[config.mk]
export PLATFORM = sky130hd
export DESIGN_NAME = pll_rate_calc
export DESIGN_NICKNAME = d
export VERILOG_FILES = /design/src/rtl/pll_calc_pkg.sv /design/src/rtl/pll_rst_sync.sv /design/src/rtl/pll_field_decode.sv /design/src/rtl/pll_operand_prep.sv /design/src/rtl/pll_restoring_div.sv /design/src/rtl/pll_rate_calc.sv
export SDC_FILE = /design/constraint.sdc
export NUM_CORES = 2
export LEC_CHECK = 0
export CAP_MARGIN = 10
export CORE_MARGIN = 2
export CORE_UTILIZATION = 30
export DETAILED_ROUTE_END_ITERATION = 12
export SYNTH_ARGS = -nofsm -noshare
export SYNTH_HDL_FRONTEND = slang
export SYNTH_HIERARCHICAL = 1
export SYNTH_SLANG_ARGS = --single-unit
[constraint.sdc]
create_clock -name clk -period 5 [get_ports clk]
set_clock_uncertainty 0.15 [all_clocks]
set_input_delay 0.75 -clock clk [delete_from_list [all_inputs] [get_ports clk]]
set_output_delay 0.75 -clock clk [all_outputs]
set_load 0.1 [all_outputs]
[src/rtl/pll_calc_pkg.sv]
package pll_calc_pkg;

  localparam int WORD_W   = 32;
  localparam int MUL_W    = 10;
  localparam int MUL_LSB  = 12;
  localparam int PRE_W    = 6;
  localparam int PRE_LSB  = 4;
  localparam int POST_W   = 3;
  localparam int POST_LSB = 0;
  localparam int FRAC_W   = 16;
  localparam int FRAC_LSB = 0;

  // signed width of multiplier*2^FRAC_W + fraction
  localparam int MK_W  = MUL_W + FRAC_W + 1;
  // divisor width: pre-divider scaled by 2^FRAC_W, then by the largest post shift
  localparam int DEN_W = PRE_W + FRAC_W + (2 ** POST_W) - 1;

  typedef struct packed {
    logic [MUL_W-1:0]         mul;
    logic [PRE_W-1:0]         pre;
    logic [POST_W-1:0]        post;
    logic signed [FRAC_W-1:0] frac;
  } pll_fields_t;

endpackage

[src/rtl/pll_rst_sync.sv]
module pll_rst_sync #(
  parameter int STAGES = 2
) (
  input  logic clk,
  input  logic rst_n,
  output logic rst_sync_n
);

  logic [STAGES-1:0] sync_q;
  logic [STAGES-1:0] sync_d;

  generate
    if (STAGES == 1) begin : g_one
      assign sync_d = 1'b1;
    end else begin : g_many
      assign sync_d = {sync_q[STAGES-2:0], 1'b1};
    end
  endgenerate

  always_ff @(posedge clk or negedge rst_n) begin
    if (!rst_n) begin
      sync_q <= '0;
    end else begin
      sync_q <= sync_d;
    end
  end

  assign rst_sync_n = sync_q[STAGES-1];

endmodule

[src/rtl/pll_field_decode.sv]
module pll_field_decode
  import pll_calc_pkg::*;
(
  input  logic [WORD_W-1:0] word0,
  input  logic [WORD_W-1:0] word1,
  input  logic              frac_mode,
  output pll_fields_t       fields
);

  logic unused_bits;

  always_comb begin
    fields.mul  = word0[MUL_LSB +: MUL_W];
    fields.pre  = word0[PRE_LSB +: PRE_W];
    fields.post = word0[POST_LSB +: POST_W];
    // integer mode behaves as fractional mode with a zero fraction
    if (frac_mode) begin
      fields.frac = word1[FRAC_LSB +: FRAC_W];
    end else begin
      fields.frac = '0;
    end
  end

  assign unused_bits = ^{word0, word1};

endmodule

[src/rtl/pll_operand_prep.sv]
module pll_operand_prep
  import pll_calc_pkg::*;
#(
  parameter int REF_W = 32,
  parameter int NUM_W = 64
) (
  input  logic [REF_W-1:0] ref_freq,
  input  pll_fields_t      fields,
  output logic [NUM_W-1:0] num_mag,
  output logic [DEN_W-1:0] den,
  output logic             neg,
  output logic             pre_zero
);

  logic signed [MK_W-1:0] mul_scaled;
  logic signed [MK_W-1:0] frac_ext;
  logic signed [MK_W-1:0] mk;
  logic [MK_W-1:0]        mk_mag;
  logic [DEN_W-1:0]       den_base;

  always_comb begin
    mul_scaled = $signed({1'b0, fields.mul, {FRAC_W{1'b0}}});
    frac_ext   = $signed({{(MK_W-FRAC_W){fields.frac[FRAC_W-1]}}, fields.frac});
    mk         = mul_scaled + frac_ext;
    neg        = mk[MK_W-1];
    if (neg) begin
      mk_mag = MK_W'(-mk);
    end else begin
      mk_mag = MK_W'(mk);
    end
    num_mag  = NUM_W'(ref_freq) * NUM_W'(mk_mag);
    den_base = DEN_W'({fields.pre, {FRAC_W{1'b0}}});
    den      = den_base << fields.post;
    pre_zero = (fields.pre == '0);
  end

endmodule

[src/rtl/pll_restoring_div.sv]
module pll_restoring_div #(
  parameter int N_W = 64,
  parameter int D_W = 29
) (
  input  logic           clk,
  input  logic           rst_n,
  input  logic           load,
  input  logic [N_W-1:0] num,
  input  logic [D_W-1:0] den,
  output logic           busy,
  output logic           done,
  output logic [N_W-1:0] quo
);

  localparam int CNT_W = $clog2(N_W + 1);

  logic [N_W-1:0]   acc_q,  acc_d;
  logic [D_W-1:0]   rem_q,  rem_d;
  logic [D_W-1:0]   den_q;
  logic [CNT_W-1:0] cnt_q,  cnt_d;
  logic             busy_q, busy_d;
  logic             done_q, done_d;
  logic             step_en;

  logic [D_W:0]     trial;
  logic [D_W:0]     diff;
  logic             take_sub;

  assign step_en = load | busy_q;

  // next-state
  always_comb begin
    trial    = {rem_q, acc_q[N_W-1]};
    take_sub = (trial >= {1'b0, den_q});
    diff     = trial - {1'b0, den_q};

    acc_d  = acc_q;
    rem_d  = rem_q;
    cnt_d  = cnt_q;
    busy_d = busy_q;
    done_d = 1'b0;

    if (load) begin
      acc_d  = num;
      rem_d  = '0;
      cnt_d  = CNT_W'(N_W);
      busy_d = 1'b1;
    end else if (busy_q) begin
      acc_d = {acc_q[N_W-2:0], take_sub};
      if (take_sub) begin
        rem_d = diff[D_W-1:0];
      end else begin
        rem_d = trial[D_W-1:0];
      end
      cnt_d = cnt_q - CNT_W'(1);
      if (cnt_q == CNT_W'(1)) begin
        busy_d = 1'b0;
        done_d = 1'b1;
      end
    end
  end

  // registers
  always_ff @(posedge clk or negedge rst_n) begin
    if (!rst_n) begin
      acc_q  <= '0;
      rem_q  <= '0;
      cnt_q  <= '0;
      busy_q <= 1'b0;
    end else if (step_en) begin
      acc_q  <= acc_d;
      rem_q  <= rem_d;
      cnt_q  <= cnt_d;
      busy_q <= busy_d;
    end
  end

  always_ff @(posedge clk or negedge rst_n) begin
    if (!rst_n) begin
      den_q <= '0;
    end else if (load) begin
      den_q <= den;
    end
  end

  always_ff @(posedge clk or negedge rst_n) begin
    if (!rst_n) begin
      done_q <= 1'b0;
    end else begin
      done_q <= done_d;
    end
  end

  assign busy = busy_q;
  assign done = done_q;
  assign quo  = acc_q;

endmodule

[src/rtl/pll_rate_calc.sv]
module pll_rate_calc
  import pll_calc_pkg::*;
#(
  parameter int REF_W = 32,
  parameter int Q_W   = 64
) (
  input  logic              clk,
  input  logic              rst_n,
  input  logic              start,
  input  logic              frac_mode,
  input  logic [REF_W-1:0]  ref_freq,
  input  logic [WORD_W-1:0] div_word0,
  input  logic [WORD_W-1:0] div_word1,
  output logic [Q_W-1:0]    freq_out,
  output logic              valid,
  output logic              err
);

  logic           rst_sync_n;
  pll_fields_t    fields;
  logic [Q_W-1:0] num_mag;
  logic [DEN_W-1:0] den;
  logic           neg_w;
  logic           pre_zero;
  logic           busy_w;
  logic           done_w;
  logic [Q_W-1:0] quo;

  logic           accept;
  logic           load;
  logic           err_d,  err_q;
  logic           neg_q;

  pll_rst_sync #(.STAGES(2)) u_rst (
    .clk        (clk),
    .rst_n      (rst_n),
    .rst_sync_n (rst_sync_n)
  );

  pll_field_decode u_dec (
    .word0     (div_word0),
    .word1     (div_word1),
    .frac_mode (frac_mode),
    .fields    (fields)
  );

  pll_operand_prep #(.REF_W(REF_W), .NUM_W(Q_W)) u_prep (
    .ref_freq (ref_freq),
    .fields   (fields),
    .num_mag  (num_mag),
    .den      (den),
    .neg      (neg_w),
    .pre_zero (pre_zero)
  );

  pll_restoring_div #(.N_W(Q_W), .D_W(DEN_W)) u_div (
    .clk   (clk),
    .rst_n (rst_sync_n),
    .load  (load),
    .num   (num_mag),
    .den   (den),
    .busy  (busy_w),
    .done  (done_w),
    .quo   (quo)
  );

  always_comb begin
    accept = start & ~busy_w;
    load   = accept & ~pre_zero;
    err_d  = accept & pre_zero;
  end

  always_ff @(posedge clk or negedge rst_sync_n) begin
    if (!rst_sync_n) begin
      err_q <= 1'b0;
    end else begin
      err_q <= err_d;
    end
  end

  always_ff @(posedge clk or negedge rst_sync_n) begin
    if (!rst_sync_n) begin
      neg_q <= 1'b0;
    end else if (load) begin
      neg_q <= neg_w;
    end
  end

  // sign restored on the magnitude quotient: truncation toward zero
  assign freq_out = neg_q ? (~quo + Q_W'(1)) : quo;
  assign valid    = done_w;
  assign err      = err_q;

endmodule

# Yosys cells after proc, flatten, opt, wreduce, memory -nomap -nowiden
# Index checks and enable logic that the tools add are counted.
[totals]
ff_bits = 135
wordCells = 44
output_inout_bits = 66
input_bits = 100
[classes]
order_cmp = 1
shifts = 1
bitwise_logic = 7
n_mul = 1
eq_ne = 1
muxes = 16
reduce_logical = 3
n_addsub = 5
[op_table]
columns = ["operator", "n"]
rows = [
  ["two-way mux 64 bit", 3],
  ["two-way mux 29 bit", 3],
  ["adder 64 x 1 -> 64 bit, second input constant", 1],
  ["inverter 64 bit", 1],
  ["multiplier 32 x 27 -> 59 bit", 1],
  ["greater-or-equal comparator 30 x 29 -> 1 bit", 1],
  ["left shift 22 x 3 -> 29 bit", 1],
  ["subtractor 29 bit", 1],
  ["adder 27 x 16 -> 27 bit", 1],
  ["two-way mux 27 bit", 1],
  ["negation 27 bit", 1],
  ["two-way mux 16 bit", 1],
  ["two-way mux 7 bit", 2],
  ["== test 7 x 1 -> 1 bit, second input constant", 1],
  ["subtractor 7 x 1 -> 7 bit, second input constant", 1],
  ["zero test 6 bit", 1],
  ["two-way mux 1 bit", 6],
  ["bitwise AND 1 bit", 3],
  ["inverter 1 bit", 2],
  ["AND reduction 2 bit", 1],
  ["nonzero test 2 bit", 1],
  ["bitwise OR 1 bit", 1],
]

# Depth between registers and ports, before layout
[depth]
word_depth = 6
depth_mapped = 42
ltp_nobuf = 40

# Modules after synthesis
# Netlist, hierarchy kept.
[modules_own_cells]
columns = ["module", "cells_each", "area_each_um2", "n_inst", "seq_area_each_um2"]
rows = [
  ["pll_operand_prep", 3354, 28730.1, 1, 0.0],
  ["pll_restoring_div", 824, 7631.1, 1, 3278.1],
  ["pll_rate_calc", 207, 1556.5, 1, 50.0],
  ["pll_field_decode", 36, 269.0, 1, 0.0],
  ["pll_rst_sync", 3, 53.8, 1, 50.0],
]

# Worst setup path after synthesis
# No wires, ideal clock.
[synth_path]
path_type = "input port to flip-flop"
start = "input div_word1[15]"
end = "register u_div.acc_q[51], in the netlist u_div/quo[51]"
arrival_time_ps = 9788
slack_ps = -5071
stages = 41
setup_ps = 133
cell_sequence = "and2_2 -> ha_1 -> fa_1 -> a21o_1 -> a21oi_2 -> o21bai_1 -> a21oi_2 -> o21ai_2 -> a31oi_4 -> xnor2_2 -> inv_2 -> buf_6 -> o31ai_1 -> xnor2_2 -> buf_2 -> nand2_1 -> fa_1 -> inv_1 -> (+5 left out) -> fa_1 -> fa_1 -> inv_1 -> fa_1 -> inv_1 -> ha_1 -> clkbuf_1 -> a21o_1 -> a21o_1 -> a21o_1 -> or4_1 -> a311oi_2 -> o31ai_1 -> a221oi_1 -> o21bai_1 -> xor2_1 -> nand2_1 -> o21ai_0"
[synth_via]
elab_chain_cells = 6
[synth_rtl]
columns = ["item", "line_no", "rtl"]
rows = [
  ["start: declaration", "pll_rate_calc.sv:13", "input logic [WORD_W-1:0] div_word1,"],
  ["two-way mux 16 bit (*)", "pll_field_decode.sv:17", "if (frac_mode) begin"],
  ["adder 27 x 16 -> 27 bit (*)", "pll_operand_prep.sv:24", "mk = mul_scaled + frac_ext;"],
  ["named net neg_w", "pll_rate_calc.sv:23", "logic neg_w;"],
  ["negation 27 bit", "pll_operand_prep.sv:27", "mk_mag = MK_W'(-mk);"],
  ["two-way mux 27 bit (*)", "pll_operand_prep.sv:26", "if (neg) begin"],
  ["multiplier 32 x 27 -> 59 bit (*)", "pll_operand_prep.sv:31", "num_mag = NUM_W'(ref_freq) * NUM_W'(mk_mag);"],
  ["named net num_mag[51]", "pll_rate_calc.sv:21", "logic [Q_W-1:0] num_mag;"],
  ["two-way mux 64 bit (*)", "pll_restoring_div.sv:43", "if (load) begin"],
  ["end signal: assignment", "pll_restoring_div.sv:66", "acc_q <= '0;"],
  ["end signal: assignment", "pll_restoring_div.sv:71", "acc_q <= acc_d;"],
  ["end: declaration", "pll_restoring_div.sv:17", "logic [N_W-1:0] acc_q, acc_d;"],
]
# Mark *: on every way through the listed nets, which the timed path passes. The rest lies on a longest branch.
# A chain may end at the register's enable or synchronous reset.

==> reports/results.ini <==
[critical_path]
worstPathRequired_ns=5.13
crit_top_cell=fa_1
reg2reg_slack_ns=1.29
crit_arrival_ns=9.73
crit_type=in -> reg
cpMaxStageDelayCell=fa_1
end_kind=register
max_stage_delay_ns=0.59
startpoint_type=input pin
crit_fanout=7

[clock_network]
cts.sinks=135
cts-htree-levels=4
cts_buffers=17
cts_tree=yes
cts_buffer_depth=2
clk_latency_ns=0.42
clk_pin_slew_worst_paths_ns=0.06
holdBufCountCts=0
root_buffer=clkbuf_16

[timing]
hold_viol=0
slew_viol_final=0
setup_tns_ns=-210.27
min_period_over_period_pct=192
setup-violations-final=56
relSlewSlack_pct=27.1
period_needed_ns=9.60
setup_slack_ns=-4.60
tightest_slew_ns=1.09
grt_setup_unrepaired=yes
fmax_ghz=0.104

[yosys]
netlist_area_um2=38200
yosys_warnings=6
synth_edf_count=0
synth_cell_types=102
synth_cells=4424
postSynth.asyncResetShare_pct=100
ys_ff_latch=135
ys_dominant_reg_cell=dfrtp_1
synth-seq-area-share_pct=8.83
postSynthAreaPerCell_um2=8.64

[global_routing]
grtUsageTotal_pct=17.0
overflow=0
grt_pass1_wl_um=179000
grt_antenna_before_repair=4
first_global_vias=32400
grt_max_degree=171

[route]
finalWirelength_um=111000
via_count=31400
drt-vias-per-instance=4.79
wire_per_inst_um=16.9
final_antenna_net_count=0
drt_iter0_markers=2146
drc=0
first_pass_iters=5

[run_status]
status=complete, but fails checks
failed_checks=setup timing

[layout]
nets=5991
multi_input_area_um2=31900
area_growth_pct=25.8
ff_latch_area_um2=3390
mostFrequentLayoutCell=inv_1
drive_gt1_share_pct=20.9
mostFrequentLayoutCells=846 x inv_1, 840 x nand2_1, 720 x fa_1
nFillCells=12600

[floorplan]
dieArea_um2=130000
rows=130
pin_count=166
initial_utilization_pct=30.3
coreArea_um2=126000
die_y_um=361
die_x_um=361

[place]
gp_congestion=0.919
dp_slack_ns=-5.80
io_buffer_count=136
dp_hpwl_um=93300

[hold_path]
hp-class=reg -> reg

[job]
drv_cap=0

final timing paths:
path,start,endpoint,cells past startpoint
max,frac_mode,u_div/quo[34],41
min reg2reg,u_rst/sync_q[0],u_rst/sync_q[1],0
max in group asynchronous,u_rst/sync_q[1],neg_q,1
min in group asynchronous,u_rst/sync_q[1],u_div/quo[56],0
min,u_rst/sync_q[0],u_rst/sync_q[1],0
max reg2reg,u_div/quo[63],u_div/rem_q[1],11
logic make-up (layout without fill, tap and decap cells):
logic type,after synthesis,in the layout,synth area share (%)
AOI/OAI and AO/OA,476,476,8.47
xor gates and xnor gates,169,169,4.07
adders and majority gates,993,993,47.2
buffers and inverters,1168,1635,12.3
DFF,135,135,8.83
muxes,91,91,2.41
other,2,23,0.0196
and+or+nand+nor,1390,1390,16.7
per-stage QoR:
step / instances / hold slack, ns / util, % / area, µm²
final: 6562 / 0.198 / 38.2 / 48100
after global routing: 6561 / 0.206 / 38.2 / 48100
after CTS: 6532 / 0.201 / 37.4 / 47100
after detailed placement: 6448 / 0.187 / 36.0 / 45400
after global placement: 6448 / 0.185 / 36.0 / 45400
after floorplan: 4444 / 0.181 / - / 38800
worst max-delay path, delay by kind of cell:
family                   cells  cell delay [ns]
AND/OR/NAND/NOR              8             1.56
AO/OA/AOI/OAI               12             1.62
XOR/XNOR                     3             0.49
buffers and inverters        8             0.82
adder cells (fa/ha/maj)     10             4.48
timing repair:
item                       in CTS  in global routing
setup endpoints to repair      57                 57
pin swaps                      88                120
cloned                          3                  2
setup buffers                  49                 29
resized for setup             142                164
final cells by class:
type	instances	share of cell area, %
multi-input cells	3141	66.2
repair buffers	728	14.4
flip-flops and latches	135	7.04
inverters	875	6.84
well taps	1650	4.29
clock buffers	18	0.892
clock inverters	14	0.348
diodes	1	0.00520
Yosys cell counts (46+ instances only):
| cell type | number | area, µm² |
|---|---|---|
| and2_1 | 202 | 1260 |
| xor2_1 | 46 | 403 |
| a21oi_1 | 80 | 400 |
| inv_1 | 873 | 3280 |
| nand2_1 | 871 | 3270 |
| xnor2_1 | 113 | 990 |
| buf_2 | 67 | 335 |
| buf_4 | 46 | 345 |
| dfrtp_1 | 135 | 3380 |
| mux2i_1 | 84 | 841 |
| o21ai_0 | 163 | 816 |
| nor2_1 | 100 | 375 |
| clkbuf_1 | 160 | 601 |
| ha_1 | 242 | 3030 |
| fa_1 | 751 | 15000 |
state kept, by name, summed over array words and instances, names as in the netlist:
name	count
u_div/rem_q	29
u_div/den_q	29
u_div/done	1
err	1
u_div/busy	1
u_div/quo	64
u_div/cnt_q	7
u_rst/sync_q	2
neg_q	1
routing by layer:
layer	global-route usage, %	share of wire (%)
met1	24.8	47
met2	26.8	45
met3	3.09	7.0
met4	2.42	1.4
met5	0	0.042
Power is left out: the tool's default activity adds up to more than one toggle a clock period on the data nets, which glitch-free logic cannot reach.
